## src/rtl/usb_sof_pkg.sv

```systemverilog
package usb_sof_pkg;

    typedef enum logic {
        ST_WAIT    = 1'b0,
        ST_FLAGGED = 1'b1
    } sof_state_e;

    localparam int unsigned PID_W   = 4;
    localparam logic [3:0]  PID_SOF = 4'b0101;

endpackage

```

## src/rtl/sof_pid_match.sv

```systemverilog
module sof_pid_match
    import usb_sof_pkg::*;
#(
    parameter int unsigned NIB_W = PID_W
) (
    input  logic               pid_valid,
    input  logic [2*NIB_W-1:0] pid_byte,
    input  logic [NIB_W-1:0]   pid_code,
    output logic               hit
);
    logic [NIB_W-1:0] lo_nib;
    logic [NIB_W-1:0] hi_nib;

    always_comb begin
        lo_nib = pid_byte[NIB_W-1:0];
        hi_nib = pid_byte[2*NIB_W-1:NIB_W];
        hit    = pid_valid && (lo_nib == pid_code) && (hi_nib == ~lo_nib);
    end
endmodule

```

## src/rtl/sof_crc5_check.sv

```systemverilog
module sof_crc5_check #(
    parameter int unsigned      DATA_W = 11,
    parameter int unsigned      CRC_W  = 5,
    parameter logic [CRC_W-1:0] POLY   = 5'b00101
) (
    input  logic [DATA_W-1:0] data,
    input  logic [CRC_W-1:0]  crc_field,
    output logic              crc_ok
);
    logic [CRC_W-1:0] residue;
    logic [CRC_W-1:0] expect_field;
    logic             fb;

    always_comb begin
        residue = '1;
        for (int i = 0; i < DATA_W; i++) begin
            fb      = data[i] ^ residue[CRC_W-1];
            residue = {residue[CRC_W-2:0], 1'b0} ^ (fb ? POLY : '0);
        end
        for (int k = 0; k < CRC_W; k++) begin
            expect_field[k] = ~residue[CRC_W-1-k];
        end
        crc_ok = (crc_field == expect_field);
    end
endmodule

```

## src/rtl/usb_sof_capture.sv

```systemverilog
module usb_sof_capture
    import usb_sof_pkg::*;
#(
    parameter int unsigned FRAME_W = 11,
    parameter int unsigned CRC_W   = 5,
    parameter int unsigned BYTE_W  = 8
) (
    input  logic                      clk,
    input  logic                      rst_n,
    input  logic                      pid_valid,
    input  logic [2*PID_W-1:0]        pid_byte,
    input  logic [FRAME_W+CRC_W-1:0]  token_data,
    input  logic                      clr_sof,
    input  logic                      sof_irq_en,
    output logic [BYTE_W-1:0]         frame_lo,
    output logic [BYTE_W-1:0]         frame_hi,
    output logic                      crc_good,
    output logic                      crc_err,
    output logic                      sof_flag,
    output logic                      sof_irq
);
    localparam int unsigned HI_W  = FRAME_W - BYTE_W;
    localparam int unsigned PAD_W = BYTE_W - HI_W;

    sof_state_e state_q, state_d;
    logic       hit;
    logic       crc_ok;
    logic [FRAME_W-1:0] frame_in;
    logic [CRC_W-1:0]   crc_in;

    assign frame_in = token_data[FRAME_W-1:0];
    assign crc_in   = token_data[FRAME_W+CRC_W-1:FRAME_W];

    sof_pid_match #(.NIB_W(PID_W)) u_pid (
        .pid_valid (pid_valid),
        .pid_byte  (pid_byte),
        .pid_code  (PID_SOF),
        .hit       (hit)
    );

    sof_crc5_check #(.DATA_W(FRAME_W), .CRC_W(CRC_W)) u_crc (
        .data      (frame_in),
        .crc_field (crc_in),
        .crc_ok    (crc_ok)
    );

    // Next-state logic: T_DETECT wins over T_CLEAR.
    always_comb begin
        state_d = state_q;
        unique case (state_q)
            ST_WAIT:    if (hit) state_d = ST_FLAGGED;
            ST_FLAGGED: if (clr_sof && !hit) state_d = ST_WAIT;
            default:    state_d = ST_WAIT;
        endcase
    end

    always_ff @(posedge clk) begin
        if (!rst_n) state_q <= ST_WAIT;
        else        state_q <= state_d;
    end

    // Captured frame number and CRC status, rewritten on every hit.
    always_ff @(posedge clk) begin
        if (!rst_n) begin
            frame_lo <= '0;
            frame_hi <= '0;
            crc_good <= 1'b0;
            crc_err  <= 1'b0;
        end else if (hit) begin
            frame_lo <= frame_in[BYTE_W-1:0];
            frame_hi <= {{PAD_W{1'b0}}, frame_in[FRAME_W-1:BYTE_W]};
            crc_good <= crc_ok;
            crc_err  <= !crc_ok;
        end
    end

    always_comb begin
        sof_flag = (state_q == ST_FLAGGED);
        sof_irq  = sof_flag && sof_irq_en;
    end
endmodule

```

## config.mk

```make
export PLATFORM = sky130hd
export DESIGN_NAME = usb_sof_capture
export DESIGN_NICKNAME = d
export VERILOG_FILES = /design/src/rtl/usb_sof_pkg.sv /design/src/rtl/sof_pid_match.sv /design/src/rtl/sof_crc5_check.sv /design/src/rtl/usb_sof_capture.sv
export SDC_FILE = /design/constraint.sdc
export NUM_CORES = 1
export LEC_CHECK = 0
export BUFFER_PORTS_ARGS = -buffer_cell sky130_fd_sc_hd__buf_2
export CAP_MARGIN = 20
export CORE_MARGIN = 8
export CORE_UTILIZATION = 49
export CTS_CLUSTER_SIZE = 8
export DETAILED_ROUTE_END_ITERATION = 16
export GPL_TIMING_DRIVEN = 0
export PLACE_DENSITY_LB_ADDON = 0.2
export REMOVE_ABC_BUFFERS = 1
export SETUP_SLACK_MARGIN = 0.1
export SLEW_MARGIN = 20
export SYNTH_ARGS = -nofsm -noshare
export SYNTH_HDL_FRONTEND = slang
export SYNTH_HIERARCHICAL = 1
export SYNTH_SLANG_ARGS = --single-unit
```

## constraint.sdc

```tcl
create_clock -name clk -period 5.55 [get_ports clk]
set_input_delay 1.11 -clock clk [delete_from_list [all_inputs] [get_ports clk]]
set_output_delay 1.11 -clock clk [all_outputs]
set_load 0.01 [all_outputs]
```

## Word level (Yosys, flattened, before mapping)

Index checks and enable logic that the tools add are counted.

- Bits in registers: 14
- Input port bits: 29
- Output and inout port bits: 20
- Word-level logic and storage cells: 56

- Equal/unequal tests: 3
- Muxes and demuxes: 14
- Bitwise logic cells: 28
- Reduce and logical (&&, ||, !) cells: 6

Operator list:

| kind | number |
|---|---|
| $xor 5x5->5 | 10 |
| $mux 3 | 11 |
| $xor 1x1->1 | 10 |
| $not 4->4 | 2 |
| $not 1->1 | 6 |
| $eq 5x5->1 | 1 |
| $eq 4x3->1 const B | 1 |
| $eq 4x4->1 | 1 |
| $logic_and 1x1->1 | 4 |
| $logic_not 1->1 | 2 |
| $mux 1 | 2 |
| $pmux 1 s2 | 1 |

## Longest topological paths before layout

Gate-level depths: netlist of the first run.

- Depth after elaboration: 35
- Gate-level depth with buffers: 8
- Mapped depth without buffers: 8

## Hierarchy

The synthesis of the first run kept the hierarchy.

By module, submodules not included:

| module | instances | cells an instance | area each (µm²) | seq. area each (µm²) |
|---|---|---|---|---|
| usb_sof_capture | 1 | 53 | 585.6 | 280.3 |
| sof_crc5_check | 1 | 39 | 341.6 | 0.0 |
| sof_pid_match | 1 | 12 | 92.6 | 0.0 |

## Worst setup path after synthesis of the first run

OpenSTA, ideal clock, no wires.

- Path type: input to register
- From: input port token_data[5]
- To: register crc_good
- Setup time: 0.116 ns
- Data arrival time: 2.383 ns
- Required time: 5.434 ns
- Path slack: 3.051 ns
- Stages on the path: 8
- Path buffers: 0
- Path through: xnor2_1 xnor2_1 mux2i_1 nor3_1 a311oi_1 a221oi_2 mux2i_1 nor2b_1

- Word-level cells in the longest chain between the ends: 12
- Elaborated cells between the ends (all ways): 16
- Classes of those cells: eq/ne: 1; mux: 3; bitwise: 12

RTL lines:

| what | RTL line | source |
|---|---|---|
| start, declared | usb_sof_capture.sv:12 | `input logic [FRAME_W+CRC_W-1:0] token_data,` |
| $xor 1x1->1 (*) | sof_crc5_check.sv:17 | `fb = data[i] ^ residue[CRC_W-1];` |
| $mux 3 (*) | sof_crc5_check.sv:18 | `residue = {residue[CRC_W-2:0], 1'b0} ^ (fb ? POLY : '0);` |
| $xor 5x5->5 (*) (3 in series) | sof_crc5_check.sv:18 |  |
| $xor 1x1->1 or $xor 5x5->5 (tied branches) | sof_crc5_check.sv:17, sof_crc5_check.sv:18 |  |
| $mux 3 or $xor 5x5->5 (tied branches) | sof_crc5_check.sv:18 |  |
| $xor 5x5->5 (*) (3 in series) | sof_crc5_check.sv:18 |  |
| $not 1->1 | sof_crc5_check.sv:21 | `expect_field[k] = ~residue[CRC_W-1-k];` |
| $eq 5x5->1 (*) | sof_crc5_check.sv:23 | `crc_ok = (crc_field == expect_field);` |
| named net crc_ok | usb_sof_capture.sv:27 | `logic crc_ok;` |
| end signal, assigned | usb_sof_capture.sv:72 | `crc_good <= crc_ok;` |
| end, declared | usb_sof_capture.sv:17 | `output logic crc_good,` |

Mark *: on every way through the listed nets, which the timed path passes. The rest lies on a longest branch.
A chain may end at the register's enable or synchronous reset.

## Worst setup path after layout of the first run

Same ends and word-level chain as after synthesis.

==> results.md, run 1 <==
- Status: finished, final reports clean
- Int Pwr: between 0.15 and 0.2 mW
- FF-to-FF setup slack: 4850 ps
- Cell taking the most area after synthesis: dfxtp_1
- Antenna cells: 0
- Most frequent cells after synthesis: dfxtp_1, mux2i_1, nor2b_1
- Hold Crit Start: crc_err
- Max Fanout on Critical Path: 3
- Post-Place Worst Slack: between 2000 and 3000 ps
- Tightest Pin Transition: just over 800 ps
- Slowest stage delay, CP: between 300 and 400 ps
- Routability cong.: between 0.7 and 0.8
- Hold Path End: crc_err
- Die Y: between 60 and 70 um
- Slew HR: between 40 and 50%
- Skew final: 0 ps
- Initial DRC Count: 17
- Main area contributors after synthesis: dfxtp_1, mux2i_1, xnor2_1, nor2b_1, buf_4
- CP Cell Sequence: buf_2, xnor2_1, xnor2_1, mux2i_1, nor3_1, a311oi_1, a221oi_2, mux2i_1, nor2b_1
- WL final: 2300 um
- Netlist Area Pre-Place: between 1000 and 1500 sq um
- Dpl hpwl: approximately 1900 um
- Antenna-violating nets left: 0
- Top delay family on crit path: XOR/XNOR gates
- Post-CTS setup buffers: 0
- Total negative setup slack: 0 ps
- Vias in the first global route: around 900
- Worst Setup Start Kind: primary input
- Comb pwr share: 29.0%
- Final Hold Fails: 0
- Post-CTS Resized: 0
- GRT overflow: 0
- Fmax: a little under 0.4 GHz
- Max Cap Viol: 0
- Yosys warns: 6
- Peak supply drop: around 140 uV
- Vias after detailed routing: 850
- Share of cells above drive strength 1: a little over a third
- Number of buffers created by CTS: 3
- Syn avg cell area: 9.81 sq um
- CP Class: in2reg
- Root buf cell: clkbuf_4
- Sequential Power Share: between 40% and 50%
- Overall power: between 0.2 and 0.25 mW
- Leak: around 0.59 nW
- Syn Inst Count: 104
- Worst-Skew Late Latency: 280 ps
- Vias/cell: 4.70
- Period utilisation layout: 46.4%
- Rows: 16
- Chip Width: 61.6 um
- H-tree Lvls: 1
- Drt drc: 0
- Sequential area share after synthesis: a little over a quarter
- Crit end category: flip-flop
- Initial DRT Pass Iterations: 3
- Worst-path clk slew: approximately 80 ps
- Synth unique cells: 34
- Starting Density: just over 50%
- Asr flop ratio synth: 0%
- Area grow syn2layout: 25.5%
- Worst r2r src: sof_flag
- Synth Register Bits: 14
- Worst reg2reg path depth: 2
- Setup-failing EPs final: 0
- Post-CTS Hold Fix Bufs: 0
- Initial antenna violation count: 0
- Net Sw Frac: approximately 29%
- Hold path depth: 2
- Total GRT Usage: between 10% and 20%
- Placed insts: 177
- CP bufs+invs: 1
- Power per cell area: between 150 and 200 nW/um^2
- Net Sw Power: 0.0700 mW
- Post-route minimum period: roughly 2600 ps
- Routed length per instance: 12.7 um
- Post-synth EDFFs: 0
- Clock Path Buffers: 2
- Total die area: 3800 sq um
- I/O Buffers: 43
- Hold crit path type: reg2reg
- RSZ-0062 raised after global routing: no
- Total Nets Final: ~180
- Clk pwr share: 30.1%
- Worst R2R End: sof_flag
- First-pass GRT wire length: approximately 3700 um
- Largest net degree at the start of global routing: 16
- Final setup margin: 2980 ps
- Hold slack: between 500 and 600 ps
- Final-report max-slew violation count: 0
- WP data arrival: between 2000 and 3000 ps
- CTS tree: done
- Top_reg_cell synth: dfxtp_1
- Top cell type's share of synthesized area: between 20 and 30%
- Critical path data required time: between 5000 and 6000 ps
- Fin cells: about 180
- Core area: between 1500 and 2000 sq um
- Slowest cell on crit path: xnor2_1
- Sink Count: 14
- I/O pins: 49
[cell type report]
| type | instances | area (sq um) |
|---|---|---|
| clock buffers | 4 | 36.3 |
| repair buffers | 43 | 215 |
| fillers | 180 | 682 |
| flip-flops and latches | 14 | 280 |
| inverters | 2 | 7.51 |
| well taps | 27 | 33.8 |
| multi-input cells | 91 | 707 |
[tightest hold or removal path: cells and delay by family (launching register included)]
| kind | cells | cell delay [ps] |
|---|---|---|
| compound gates | 2 | 160 |
| flops | 1 | 320 |
[worst max path at each step]
stage / slack, ps / start / end / cells past startpoint
after floorplan: 2890 / pid_byte[4] / crc_good / 5
after global placement: 2500 / pid_byte[1] / frame_lo[6] / 6
after detailed placement: 2720 / token_data[5] / crc_good / 9
after CTS: 2980 / sof_irq_en / sof_irq / 3
after global routing: 2900 / token_data[3] / crc_good / 9
final: 2980 / token_data[5] / crc_good / 9
[cell usage in the layout (no fill, tap or decap), types with 2 or more instances in the layout]
master,n
a21oi_1,2
a31oi_1,2
and3b_1,2
buf_2,43
clkbuf_4,3
conb_1,13
dfxtp_1,14
inv_1,2
mux2i_1,14
nand2_1,6
nor2_1,6
nor2b_1,13
xnor2_1,12
xor2_2,2
[flip-flops by register name, summed over array words and instances (netlist names)]
signal    count
sof_flag      1
crc_good      1
crc_err       1
frame_hi      3
frame_lo      8
[cell families after synthesis]
| group | after synthesis | synth area share (%) |
|---|---|---|
| compound gates | 9 | 6.38 |
| xor+xnor | 18 | 21.6 |
| buf+inv | 10 | 7.85 |
| flops | 14 | 27.5 |
| mux | 14 | 13.7 |
| other cells | 2 | 0.736 |
| simple gates | 37 | 22.2 |
[metal layers]
layer  wire (um)  track usage [%]  up-vias
li1            -                -      430
met1         943             13.2      383
met2        1090             23.8       32
met3         225             3.55        5
met4          43             7.14        0
met5           0                0        -
[stage by stage]
stage	area, sq um	util (%)
2_1_floorplan	988	-
3_3_place_gp	1240	63.1
3_5_place_dp	1240	63.4
4_1_cts	1280	65.2
5_1_grt	1280	65.2
6_report	1280	65.2
[power by group through the flow]
stage	clock, mW	sequential, mW	combinational (mW)
5_1_grt	0.0823	0.101	0.0779
2_1_floorplan	0	0.103	0.0490
6_report	0.0737	0.101	0.0710
3_3_place_gp	0	0.103	0.0680
4_1_cts	0.0756	0.101	0.0709
3_5_place_dp	0	0.103	0.0706
(Power assumes the default switching activity.)
==> run 2, diff against run 1 <==
--- a/config.mk
+++ b/config.mk
@@ -8,7 +8,7 @@
 export BUFFER_PORTS_ARGS = -buffer_cell sky130_fd_sc_hd__buf_2
 export CAP_MARGIN = 20
 export CORE_MARGIN = 8
-export CORE_UTILIZATION = 49
+export CORE_UTILIZATION = 41
 export CTS_CLUSTER_SIZE = 8
 export DETAILED_ROUTE_END_ITERATION = 16
 export GPL_TIMING_DRIVEN = 0
==> constraint.sdc (replaced) <==
create_clock -name clk -period 2.3 [get_ports clk]
set_input_delay 0.46 -clock clk [delete_from_list [all_inputs] [get_ports clk]]
set_output_delay 0.46 -clock clk [all_outputs]
set_load 0.01 [all_outputs]
==> results.md, run 2 (synthesis gave the netlist of run 1 again) <==
- Rows: 18
- Worst-path clk slew: 80 ps
- Number of buffers created by CTS: 3
- Post-CTS Resized: 0
- CP Cell Sequence: buf_2, xor3_1, nor2_1, mux2i_1, nor3_2, a31oi_1, a221oi_2, mux2i_1, nor2b_1
- Fmax: just over 0.5 GHz
- Core Util, Final: a little over half
- Post-route minimum period: around 1900 ps
- Sink Count: 14
- Root buf cell: clkbuf_4
- WL final: between 2000 and 2500 um
- Top delay family on crit path: XOR/XNOR gates
- Worst r2r src: sof_flag
- Status: finished, final reports clean
- Most flops, register: frame_lo
- Peak supply drop: about 370 uV
- Slew HR: about 45%
- Final-report max-slew violation count: 0
- Critical path data required time: between 2000 and 3000 ps
- Commonest non-fill, non-tap cell in the layout: buf_2
- Max Fanout on Critical Path: 5
- Area grow syn2layout: 25.9%
- Routed length per instance: ~12 um
- Initial DRT Pass Iterations: 4
- Final Hold Fails: 0
- Most frequent cells in the layout: buf_2, mux2i_1, dfxtp_1, nor2b_1, conb_1
- Dpl hpwl: 1920 um
- Worst reg2reg path depth: 2
- I/O pins: 49
- Total die area: between 4000 and 5000 sq um
- Drt drc: 0
- Chip Width: about 66 um
- Share of cells above drive strength 1: a little over a third
- I/O Buffers: between 40 and 50
- Hold path depth: 3
- Core area: about 2400 sq um
- Largest regs: frame_lo x8, frame_hi x3
- GRT overflow: 0
- Overall power: between 0.5 and 0.6 mW
- Antenna cells: 0
- Vias in the first global route: 922
- Initial antenna violation count: 0
- Skew final: 0 ps
- Worst Setup Start Kind: primary input
- Largest net degree at the start of global routing: 16
- Vias/cell: approximately 4.6
- Crit end category: flip-flop
- Total GRT Usage: a little over a tenth
- Max FFs per register: 8
- Starting Density: between 40 and 50%
- Slowest cell on crit path: xor3_1
- Leak: about 0.6 nW
- RSZ-0062 raised after global routing: no
- Vias after detailed routing: about 850
- CP bufs+invs: 1
- CP Class: in2reg
- Most frequent CP cell: mux2i_1
- Period utilisation layout: 84.6%
- Post-CTS Hold Fix Bufs: 0
- Post-CTS setup buffers: 0
- Die Y: 65.9 um
- Antenna-violating nets left: 0
- CTS tree: done
- Hold crit path type: in2reg
- Tightest Pin Transition: between 800 and 900 ps
- Placement-stage cell area: between 1000 and 1500 sq um
- Initial DRC Count: 50
- Hold Crit Start: token_data[10]
- H-tree Lvls: 1
- Power per cell area: 457 nW/um^2
- FF-to-FF setup slack: ~1600 ps
- Worst R2R End: sof_flag
- Worst-Skew Late Latency: around 270 ps
- Routability cong.: 0.756
- Hold Path End: frame_hi[2]
- Final setup margin: approximately 350 ps
- Total Nets Final: around 180
- Clock Path Buffers: 2
- Setup-failing EPs final: 0
- First-pass GRT wire length: 3830 um
- Slowest stage delay, CP: ~460 ps
- Max Cap Viol: 0
- Post-route cell area: between 1000 and 1500 sq um
- Hold slack: around 470 ps
- Post-Place Worst Slack: 86.7 ps
- WP data arrival: 2160 ps
-- run 2: cell counts in the layout (fill, tap and decap cells not counted) --
No cell type changed its count.
-- run 2: worst max-delay path by stage --
| stage | endpoint | from | depth (start not counted) |
|---|---|---|---|
| 4_1_cts | crc_good | token_data[3] | 9 |
| 5_1_grt | crc_good | token_data[3] | 9 |
| 6_report | crc_good | token_data[3] | 9 |
| 3_3_place_gp | frame_lo[0] | pid_byte[1] | 6 |
| 3_5_place_dp | crc_good | token_data[3] | 9 |
| 2_1_floorplan | crc_good | pid_byte[4] | 5 |
-- run 2: worst reg2reg max path, stage by stage (launching register included) --
cell and delay (ps):
dfxtp_1 320, nor2b_1 120, o21a_1 150
-- run 2: layout make-up --
cell class | count | area (sq um)
fillers | 242 | 1130
multi-input cells | 91 | 707
flip-flops and latches | 14 | 280
repair buffers | 43 | 215
well taps | 30 | 37.5
clock buffers | 4 | 36.3
inverters | 2 | 7.51
-- run 2: power breakdown --
group	switching (mW)	total, mW	internal [mW]
Sequential	0.000138	0.243	0.242
Clock	0.0750	0.171	0.0961
Combinational	0.0884	0.173	0.0842
-- run 2: per-stage QoR --
stage | std cells | setup TNS (ps)
floorplan | 107 | 0
global placement | 180 | -1230
detailed placement | 180 | 0
CTS | 184 | 0
global route | 184 | 0
finish | 184 | 0
-- run 2: per-layer routing --
| metal | share of wire (%) | track usage [%] | routed length [um] | up-vias |
|---|---|---|---|---|
| met3 | 8.5 | 3.56 | 191 | 2 |
| met2 | 51 | 20.1 | 1150 | 28 |
| met5 | 0 | 0 | 0 | - |
| met1 | 40 | 11.1 | 889 | 388 |
| met4 | 0.40 | 4.09 | 9 | 0 |
| li1 | - | - | - | 430 |
==> run 3, diff against run 2 <==
--- a/config.mk
+++ b/config.mk
@@ -8,7 +8,7 @@
 export BUFFER_PORTS_ARGS = -buffer_cell sky130_fd_sc_hd__buf_2
 export CAP_MARGIN = 20
 export CORE_MARGIN = 8
-export CORE_UTILIZATION = 41
+export CORE_UTILIZATION = 45
 export CTS_CLUSTER_SIZE = 8
 export DETAILED_ROUTE_END_ITERATION = 16
 export GPL_TIMING_DRIVEN = 0
==> constraint.sdc (replaced) <==
create_clock -name clk -period 1.9 [get_ports clk]
set_input_delay 0.38 -clock clk [delete_from_list [all_inputs] [get_ports clk]]
set_output_delay 0.38 -clock clk [all_outputs]
set_load 0.01 [all_outputs]
==> results.md, run 3 (synthesis gave the netlist of run 1 again) <==
- Status: finished, final reports clean
- Vias after detailed routing: between 800 and 900
- H-tree Lvls: 1
- I/O pins: between 40 and 50
- Final Hold Fails: 0
- Worst-path clk slew: 90 ps
- Share of cells above drive strength 1: a little under 40%
- Critical path data required time: 2120 ps
- Post-Place Worst Slack: -259 ps
- Drt drc: 0
- Top delay family on crit path: simple AND/OR/NAND/NOR gates
- First-pass GRT wire length: between 3000 and 4000 um
- Root buf cell: clkbuf_4
- WP data arrival: slightly below 2000 ps
- Final-report max-slew violation count: 0
- Antenna-violating nets left: 0
- Routed length per instance: 12.7 um
- Core Util, Final: 63.3%
- Final setup margin: approximately 170 ps
- Peak supply drop: 463 uV
- Number of buffers created by CTS: 3
- Grt met1 use: about 11%
- Total die area: between 4000 and 5000 sq um
- CTS tree: done
- Rows: 17
- Period utilisation layout: 90.9%
- Filler cells: about 210
- Most frequent CP cell: mux2i_1
- Met2 Use GR: a little under a fifth
- Hold crit path type: in2reg
- Hold Crit Start: clr_sof
- Hold path depth: 3
- Total GRT Usage: around a tenth
- Initial antenna violation count: 0
- Total negative setup slack: 0 ps
- Most flops, register: frame_lo
- Slowest cell on crit path: xor3_1
- CP bufs+invs: 1
- Met3 global-route usage: under 10%
- Die Y: ~64 um
- Dpl hpwl: between 1500 and 2000 um
- Max Fanout on Critical Path: 4
- Vias/cell: between 4 and 5
- Hold slack: roughly 400 ps
- Initial DRC Count: 12
- Largest net degree at the start of global routing: 16
- Post-route cell area: 1370 sq um
- Worst reg2reg path depth: 2
- Most Used Layer, Global Route: met2
- Placement-stage cell area: ~1200 sq um
- Worst R2R End: sof_flag
- I/O Buffers: between 40 and 50
- Clock Path Buffers: 2
- Sink Count: 14
- Fin cells: approximately 180
- Crit end category: flip-flop
- Chip Width: between 60 and 70 um
- Area grow syn2layout: 34.6%
- Total Nets Final: 185
- Power per cell area: 543 nW/um^2
- Initial DRT Pass Iterations: 4
- Largest regs: frame_lo x8, frame_hi x3
- Fmax: 0.579 GHz
- Worst-Skew Late Latency: about 280 ps
- Worst Setup Start Kind: primary input
- Leak: roughly 0.63 nW
- WL final: 2330 um
- RSZ-0062 raised after global routing: yes
- CP Cell Sequence: buf_2, xor3_1, nor2_1, mux2i_1, nor3_2, a31oi_2, a221oi_4, mux2i_1, nor2b_1
- Core area: about 2200 sq um
- Overall power: 0.745 mW
- Most frequent cells in the layout: buf_2, mux2i_1, dfxtp_1, nor2b_1, conb_1
- FF-to-FF setup slack: between 1000 and 1500 ps
- Max Cap Viol: 0
- Slowest stage delay, CP: 370 ps
- Post-route minimum period: 1730 ps
- Setup-failing EPs final: 0
- Antenna cells: 0
- Skew final: 0 ps
- Placed insts: roughly 180
- Routability cong.: roughly 0.73
- Commonest non-fill, non-tap cell in the layout: buf_2
- Worst r2r src: sof_flag
- GRT overflow: 0
- Hold Path End: sof_flag
- CP Class: in2reg
- Vias in the first global route: about 870
- Starting Density: a little under half
- Max FFs per register: 8
run 3: worst register-to-register path: stages, from the launching register on:
cell and delay [ps]:
dfxtp_1 320, nor2b_1 130, o21a_1 150
run 3: worst max path at each step:
stage,startpoint,to,slack [ps],cells after the start
finish,token_data[6],crc_good,170,9
global route,token_data[5],crc_good,80,8
CTS,token_data[4],crc_good,110,8
detailed placement,token_data[3],crc_good,-260,9
global placement,pid_byte[1],frame_lo[0],-430,6
floorplan,pid_byte[4],crc_good,-30,5
run 3: layer usage:
metal	part of all wire, %	up-vias	wire [um]
met5	0	-	0
met1	42	390	978
met4	0.39	0	9
met2	50	29	1170
li1	-	435	-
met3	7.1	2	165
run 3: final cells by class:
cell class	count	area, sq um	area share [%]
multi-input combinational	91	776	56.5
sequential	14	280	20.4
timing repair buffer	44	238	17.3
clock buffer	4	36.3	2.64
tap	28	35.0	2.55
inverter	2	7.51	0.547
run 3: power by group:
part / total (mW) / internal [mW] / switching (mW) / leakage, nW
clock network: 0.213 / 0.117 / 0.0968 / 0.0210
logic: 0.238 / 0.117 / 0.121 / 0.500
registers: 0.294 / 0.293 / 0.000180 / 0.113
run 3: what timing repair did:
action / in CTS / in global routing
pin swaps: 3 / 4
resized for setup: 3 / 6
cloned: 0 / 0
hold buffers: 0 / 0
buffers inserted: 0 / 1
setup endpoints to repair: 1 / 6
